File: config.mk
export PLATFORM = sky130hd
export DESIGN_NAME = spec_mag_unit
export DESIGN_NICKNAME = d
export VERILOG_FILES = /design/src/rtl/mag_pkg.sv /design/src/rtl/mag_abs_sat.sv /design/src/rtl/mag_cordic_stage.sv /design/src/rtl/mag_gain_scale.sv /design/src/rtl/mag_delay_line.sv /design/src/rtl/spec_mag_unit.sv
export SDC_FILE = /design/constraint.sdc
export NUM_CORES = 2
export LEC_CHECK = 0
export ABC_AREA = 1
export BUFFER_PORTS_ARGS = -buffer_cell sky130_fd_sc_hd__buf_2
export CORE_MARGIN = 3
export CORE_UTILIZATION = 48
export DETAILED_ROUTE_END_ITERATION = 7
export SLEW_MARGIN = 20
export SYNTH_ARGS = -nofsm -noshare
export SYNTH_HDL_FRONTEND = slang
export SYNTH_SLANG_ARGS = --single-unit
File: constraint.sdc
create_clock -name clk -period 12.81 [get_ports clk]
set_input_delay 2.562 -clock clk [delete_from_list [all_inputs] [get_ports clk]]
set_output_delay 2.562 -clock clk [all_outputs]
set_load 0.005 [all_outputs]
File: src/rtl/mag_pkg.sv
package mag_pkg;

  typedef enum logic {
    MODE_SUM    = 1'b0,
    MODE_CORDIC = 1'b1
  } mag_mode_e;

  // Inverse of the rotator gain, scaled by 2^GAIN_FRAC. The gain has
  // converged to this value for 14 or more micro-rotations.
  localparam int GAIN_FRAC = 16;
  localparam int GAIN_K_W  = 17;
  localparam int GAIN_K    = 39797;

endpackage

File: src/rtl/mag_abs_sat.sv
module mag_abs_sat #(
  parameter int W = 16
) (
  input  logic signed [W-1:0] val_i,
  output logic        [W-1:0] abs_o
);

  localparam logic [W-1:0] MOST_NEG = {1'b1, {(W-1){1'b0}}};
  localparam logic [W-1:0] MOST_POS = {1'b0, {(W-1){1'b1}}};

  always_comb begin
    if (val_i == MOST_NEG) begin
      abs_o = MOST_POS;
    end else if (val_i[W-1]) begin
      abs_o = -val_i;
    end else begin
      abs_o = val_i;
    end
  end

endmodule

File: src/rtl/mag_cordic_stage.sv
module mag_cordic_stage #(
  parameter int W     = 23,
  parameter int SHIFT = 0
) (
  input  logic                clk,
  input  logic                rst_n,
  input  logic                en_i,
  input  logic signed [W-1:0] x_i,
  input  logic signed [W-1:0] y_i,
  output logic signed [W-1:0] x_o,
  output logic signed [W-1:0] y_o
);

  logic signed [W-1:0] x_d, y_d;
  logic signed [W-1:0] x_sh, y_sh;

  always_comb begin
    x_sh = x_i >>> SHIFT;
    y_sh = y_i >>> SHIFT;
    if (!y_i[W-1]) begin
      x_d = x_i + y_sh;
      y_d = y_i - x_sh;
    end else begin
      x_d = x_i - y_sh;
      y_d = y_i + x_sh;
    end
  end

  always_ff @(posedge clk or negedge rst_n) begin
    if (!rst_n) begin
      x_o <= '0;
      y_o <= '0;
    end else if (en_i) begin
      x_o <= x_d;
      y_o <= y_d;
    end
  end


  cordic_hold_chk: assert property (@(posedge clk) disable iff (!rst_n)
    !en_i |=> ($stable(x_o) && $stable(y_o)));


  x_monotonic_chk: assert property (@(posedge clk) disable iff (!rst_n)
    (en_i && !x_i[W-1]) |=> (x_o >= $past(x_i)));

endmodule

File: src/rtl/mag_gain_scale.sv
module mag_gain_scale #(
  parameter int W     = 23,
  parameter int GUARD = 4,
  parameter int OUT_W = 17
) (
  input  logic                clk,
  input  logic                rst_n,
  input  logic                en_i,
  input  logic signed [W-1:0] x_i,
  input  logic signed [W-1:0] y_i,
  output logic    [OUT_W-1:0] mag_o
);

  import mag_pkg::*;

  localparam int PW      = W + GAIN_K_W;
  localparam int SH      = GAIN_FRAC + GUARD;
  localparam logic [PW-1:0] RND   = PW'(1) << (SH - 1);
  localparam logic [PW-1:0] K_EXT = PW'(GAIN_K);
  localparam logic signed [W-1:0] Y_LIM = W'(1) <<< (GUARD + 3);

  logic [PW-1:0]    prod;
  logic [OUT_W-1:0] mag_d;

  always_comb begin
    prod  = PW'($unsigned(x_i)) * K_EXT;
    mag_d = OUT_W'((prod + RND) >> SH);
  end

  always_ff @(posedge clk or negedge rst_n) begin
    if (!rst_n) begin
      mag_o <= '0;
    end else if (en_i) begin
      mag_o <= mag_d;
    end
  end


  residual_y_chk: assert property (@(posedge clk) disable iff (!rst_n)
    en_i |-> ((y_i < Y_LIM) && (y_i > -Y_LIM)));

endmodule

File: src/rtl/mag_delay_line.sv
module mag_delay_line #(
  parameter int W     = 17,
  parameter int DEPTH = 17
) (
  input  logic             clk,
  input  logic             rst_n,
  input  logic [DEPTH-1:0] en_i,
  input  logic [W-1:0]     d_i,
  output logic [W-1:0]     d_o
);

  logic [W-1:0] tap_q [DEPTH];
  logic [W-1:0] tap_d [DEPTH];

  always_comb begin
    tap_d[0] = en_i[0] ? d_i : tap_q[0];
    for (int k = 1; k < DEPTH; k++) begin
      tap_d[k] = en_i[k] ? tap_q[k-1] : tap_q[k];
    end
  end

  always_ff @(posedge clk or negedge rst_n) begin
    if (!rst_n) begin
      for (int k = 0; k < DEPTH; k++) tap_q[k] <= '0;
    end else begin
      for (int k = 0; k < DEPTH; k++) tap_q[k] <= tap_d[k];
    end
  end

  assign d_o = tap_q[DEPTH-1];

endmodule

File: src/rtl/spec_mag_unit.sv
module spec_mag_unit #(
  parameter int DATA_W  = 16,
  parameter int STAGES  = 16,
  parameter int GUARD_W = 4
) (
  input  logic              clk,
  input  logic              rst_n,
  input  logic              valid_i,
  input  logic              mode_i,
  input  logic [DATA_W-1:0] re_i,
  input  logic [DATA_W-1:0] im_i,
  output logic              valid_o,
  output logic [DATA_W:0]   mag_o
);

  import mag_pkg::*;

  localparam int CW    = DATA_W + 3 + GUARD_W;
  localparam int NT    = STAGES + 2;
  localparam int OUT_W = DATA_W + 1;
  localparam logic [OUT_W-1:0] SUM_MAX = OUT_W'(2 * ((1 << (DATA_W - 1)) - 1));

  // Tag pipeline: valid and mode per stage
  logic [NT-1:0] tv_q, tv_d, tm_q, tm_d;

  always_comb begin
    tv_d[0] = valid_i;
    tm_d[0] = valid_i ? mode_i : tm_q[0];
    for (int k = 1; k < NT; k++) begin
      tv_d[k] = tv_q[k-1];
      tm_d[k] = tm_q[k-1];
    end
  end

  always_ff @(posedge clk or negedge rst_n) begin
    if (!rst_n) begin
      tv_q <= '0;
      tm_q <= '0;
    end else begin
      tv_q <= tv_d;
      tm_q <= tm_d;
    end
  end

  // Capture stage: absolute values, fold, and the sum
  logic [DATA_W-1:0] re_abs, im_abs;

  mag_abs_sat #(.W(DATA_W)) u_abs_re (.val_i(re_i), .abs_o(re_abs));
  mag_abs_sat #(.W(DATA_W)) u_abs_im (.val_i(im_i), .abs_o(im_abs));

  logic              ld_cordic0, ld_sum0;
  logic signed [CW-1:0] x0_d, y0_d, x0_q, y0_q;
  logic [OUT_W-1:0]  sum0_d, sum0_q;

  always_comb begin
    ld_cordic0 = valid_i && (mode_i == MODE_CORDIC);
    ld_sum0    = valid_i && (mode_i == MODE_SUM);
    x0_d   = ld_cordic0 ? $signed({3'b000, re_abs, {GUARD_W{1'b0}}}) : x0_q;
    y0_d   = ld_cordic0 ? $signed({{3{im_i[DATA_W-1]}}, im_i, {GUARD_W{1'b0}}}) : y0_q;
    sum0_d = ld_sum0 ? ({1'b0, re_abs} + {1'b0, im_abs}) : sum0_q;
  end

  always_ff @(posedge clk or negedge rst_n) begin
    if (!rst_n) begin
      x0_q   <= '0;
      y0_q   <= '0;
      sum0_q <= '0;
    end else begin
      x0_q   <= x0_d;
      y0_q   <= y0_d;
      sum0_q <= sum0_d;
    end
  end


  sum_range_chk: assert property (@(posedge clk) disable iff (!rst_n)
    (valid_i && !mode_i) |=> (sum0_q <= SUM_MAX));

  // Rotation pipeline
  logic signed [CW-1:0] cx [STAGES+1];
  logic signed [CW-1:0] cy [STAGES+1];

  assign cx[0] = x0_q;
  assign cy[0] = y0_q;

  for (genvar i = 0; i < STAGES; i++) begin : g_rot
    mag_cordic_stage #(.W(CW), .SHIFT(i)) u_stage (
      .clk   (clk),
      .rst_n (rst_n),
      .en_i  (tv_q[i] & tm_q[i]),
      .x_i   (cx[i]),
      .y_i   (cy[i]),
      .x_o   (cx[i+1]),
      .y_o   (cy[i+1])
    );
  end

  logic [OUT_W-1:0] mag_cordic;

  mag_gain_scale #(.W(CW), .GUARD(GUARD_W), .OUT_W(OUT_W)) u_gain (
    .clk   (clk),
    .rst_n (rst_n),
    .en_i  (tv_q[STAGES] & tm_q[STAGES]),
    .x_i   (cx[STAGES]),
    .y_i   (cy[STAGES]),
    .mag_o (mag_cordic)
  );

  // Matching delay for the sum path
  logic [STAGES:0]  ld_sum;
  logic [OUT_W-1:0] mag_sum;

  always_comb begin
    for (int k = 0; k <= STAGES; k++) ld_sum[k] = tv_q[k] & ~tm_q[k];
  end

  mag_delay_line #(.W(OUT_W), .DEPTH(STAGES + 1)) u_sum_dly (
    .clk   (clk),
    .rst_n (rst_n),
    .en_i  (ld_sum),
    .d_i   (sum0_q),
    .d_o   (mag_sum)
  );

  // Output select
  always_comb begin
    valid_o = tv_q[NT-1];
    if (!tv_q[NT-1]) begin
      mag_o = '0;
    end else if (tm_q[NT-1] == MODE_CORDIC) begin
      mag_o = mag_cordic;
    end else begin
      mag_o = mag_sum;
    end
  end

endmodule

==> results.cfg <==
[status]
outcome = finished, final reports clean

[setup_path]
critPathKind = reg2reg
crit_family = adder cells
reg2reg_depth = 20
crit_slowest_cell = dfrtp_1
slowest_delay_ns = 0.61
path_cells = inv_1 > fa_1 > fa_1 > inv_1 > fa_1 > fa_1 > fa_1 > inv_1 > fa_1 > inv_1 > ha_1 > nand2_1 > nor2_1 > inv_1 > nor4_1 > nand2_1 > nand3_1 > nand2_1 > nand3_1 > nand2_1
reg2reg_from = g_rot[15].u_stage.x_o[15]
cp.required_ns = 13.49
cp_common_cell = fa_1
path_buf_inv = 5
r2r_end = u_gain.mag_o[9]
end_kind = flip-flop
cp_max_fo = 8
cp.arrival_ns = 6.59
reg2reg_slack_ns = 6.90
startpoint_type = flip-flop

[floorplanning]
io_pins = 54
core_area_um2 = 196000
rows = 162
die_h_um = 451
initial_utilization_pct = 48.5
fp.dieW_um = 451
dieArea_um2 = 203000

[clocking]
cts_buffers = 132
post-cts-setup-buffers = 0
clk_pin_slew_ns = 0.07
cts_num_sinks = 1068
cts_hold_buf = 0
cts_resized = 0
clk_latency_ns = 0.79
tritoncts = done
ctsLongestPathBuffers = 3
cts-root-buf = clkbuf_16
cts.htree.levels = 4

[worst_hold_path]
hold_class = reg2reg
holdPathEnd = tm_q[1]
worstHoldStart = tm_q[0]
hold_depth = 0

[synth]
yosysWarnings = 0
netlist_instances = 13100
ys.flop_type = dfrtp_1
async_reset_ff_share_pct = 100
synth_edf_count = 0
synth_nets = 14200
synth_area_leaders = dfrtp_1, nand2_1, ha_1, inv_1, nor2_1
yosysTopAreaCellShare_pct = 28.2
synth-seq-cells = 1068
synthDistinctLibCells = 62
synthesis.area_um2 = 94900
synth_largest_area_cell = dfrtp_1
synth_seq_area_share_pct = 28.2
synth.avg_cell_area_um2 = 7.25

[global_routing]
track_usage_pct = 29.8
antenna_found_initial = 2
grt_first_pass_wirelength_um = 486000
gr-total-overflow = 0
grtUsageMet2_pct = 50.2
use_met1_pct = 40.3
grt_max_degree = 167
grtUsageMet3_pct = 3.41
grt_pass1_vias = 85900
busiest_layer = met2

[timing]
fin_crit_sh_pct = 46.2
drv_slew = 0
fmax_mhz = 169
rsz0062_at_grt = false
finalSetupViolCount = 0
finalHoldViolCount = 0
fin_tns_setup_ns = 0
worstMarginPinSlew_ns = 1.12
slew_headroom_pct = 24.8
fin_crit_ns = 5.91
fin_skew_ns = 0.0247

[route]
drt-vias-per-instance = 5.58
drt_iter0_markers = 7136
num_vias = 88200
avgRoutedWirePerCell_um = 19.4
ant_nets = 0
drc = 0
firstDrtPassIters = 6
finalWirelength_um = 307000

[placement]
gp_congestion = 0.946
dp_hpwl_um = 249000
portBuffers = 53

[cells_and_area]
n_antenna_cell = 0
area_growth_pct = 7.91
drive_gt1_share_pct = 6.13
final_util_pct = 52.3
fillers = 19500
nets = 14200

[run]
max_cap_viol_count = 0
## worst register-to-register path: cells and delay by family (launching register included)
family	cells	cell delay, ns
buffers and inverters	5	0.53
and+or+nand+nor	8	1.07
DFF	1	0.61
adders and majority gates	7	3.58
## stage by stage
stage / cell area (um2) / worst slack [ns] / hold slack (ns) / cells
5_1_grt: 102000 / 6.49 / 0.419 / 15800
3_3_place_gp: 97900 / 6.84 / 0.380 / 15600
2_1_floorplan: 94900 / 7.75 / 0.374 / 13100
4_1_cts: 102000 / 6.86 / 0.403 / 15800
6_report: 102000 / 6.90 / 0.398 / 15800
3_5_place_dp: 97900 / 6.89 / 0.397 / 15600
## layer usage
metal | vias up | part of all wire [%]
li1 | 43400 | -
met1 | 42000 | 45
met2 | 2327 | 47
met3 | 428 | 5.0
met4 | 0 | 2.9
met5 | - | 0
## sequential cells by signal, indices dropped and copies added (netlist names), 17 cells and up
signal,count
g_rot.u_stage.x_o,359
g_rot.u_stage.y_o,318
u_sum_dly.tap_q,272
tm_q,18
tv_q,18
sum0_q,17
u_gain.mag_o,17
u_sum_dly.d_o,17
## placed cells by master (no fill, tap or decap), types with 132 or more instances in the layout
cell	count
mux2_2	252
o21ai_1	132
nor3_1	241
dfrtp_1	1068
nand3_1	825
xor2_1	436
xnor2_1	220
o21ai_0	925
nand2_1	3122
fa_1	186
nand4_1	183
clkbuf_16	133
a21oi_1	836
inv_1	1400
ha_1	868
nor2_1	1259
## worst max-delay path by stage
stage	cells after the start	slack, ns	endpoint	start
5_1_grt	22	6.49	u_gain.mag_o[9]	g_rot[15].u_stage.x_o[19]
6_report	20	6.90	u_gain.mag_o[9]	g_rot[15].u_stage.x_o[15]
4_1_cts	19	6.86	u_gain.mag_o[14]	g_rot[15].u_stage.x_o[6]
3_5_place_dp	19	6.89	u_gain.mag_o[14]	g_rot[15].u_stage.x_o[6]
3_3_place_gp	19	6.84	u_gain.mag_o[14]	g_rot[15].u_stage.x_o[6]
2_1_floorplan	22	7.75	u_gain.mag_o[9]	g_rot[15].u_stage.x_o[18]
## cells by family after synthesis
family / count (synthesis) / share of synthesized area [%]
xor+xnor: 656 / 6.05
flops: 1068 / 28.2
simple gates: 5999 / 27.0
buf+inv: 1698 / 6.80
mux: 252 / 2.99
compound gates: 2358 / 13.7
fa+ha+maj: 1054 / 15.4
## cells in the mapped netlist, types with 81 or more instances
| cell | n |
|---|---|
| mux2_2 | 252 |
| nand4_1 | 183 |
| inv_1 | 1400 |
| dfrtp_1 | 1068 |
| o21ai_1 | 132 |
| nor2_1 | 1259 |
| nand2_1 | 3132 |
| o21ai_0 | 925 |
| xor2_1 | 436 |
| ha_1 | 868 |
| xnor2_1 | 220 |
| a31oi_1 | 81 |
| clkbuf_1 | 179 |
| a21o_1 | 107 |
| fa_1 | 186 |
| nand3_1 | 825 |
| nor3_1 | 241 |
| a21oi_1 | 836 |
| nand3b_1 | 97 |
## area by class of cell
class | count | area [um2] | share of cell area, %
timing repair buffer | 107 | 718 | 0.701
multi-input combinational | 10300 | 61800 | 60.3
sequential | 1068 | 26700 | 26.1
clock buffer | 182 | 3770 | 3.68
inverter | 1453 | 5460 | 5.33
tap | 2624 | 3280 | 3.21
clock inverter | 53 | 708 | 0.691
Power is not shown: default switching activity piles up to over one toggle a cycle in this logic, so the estimate is an artifact.
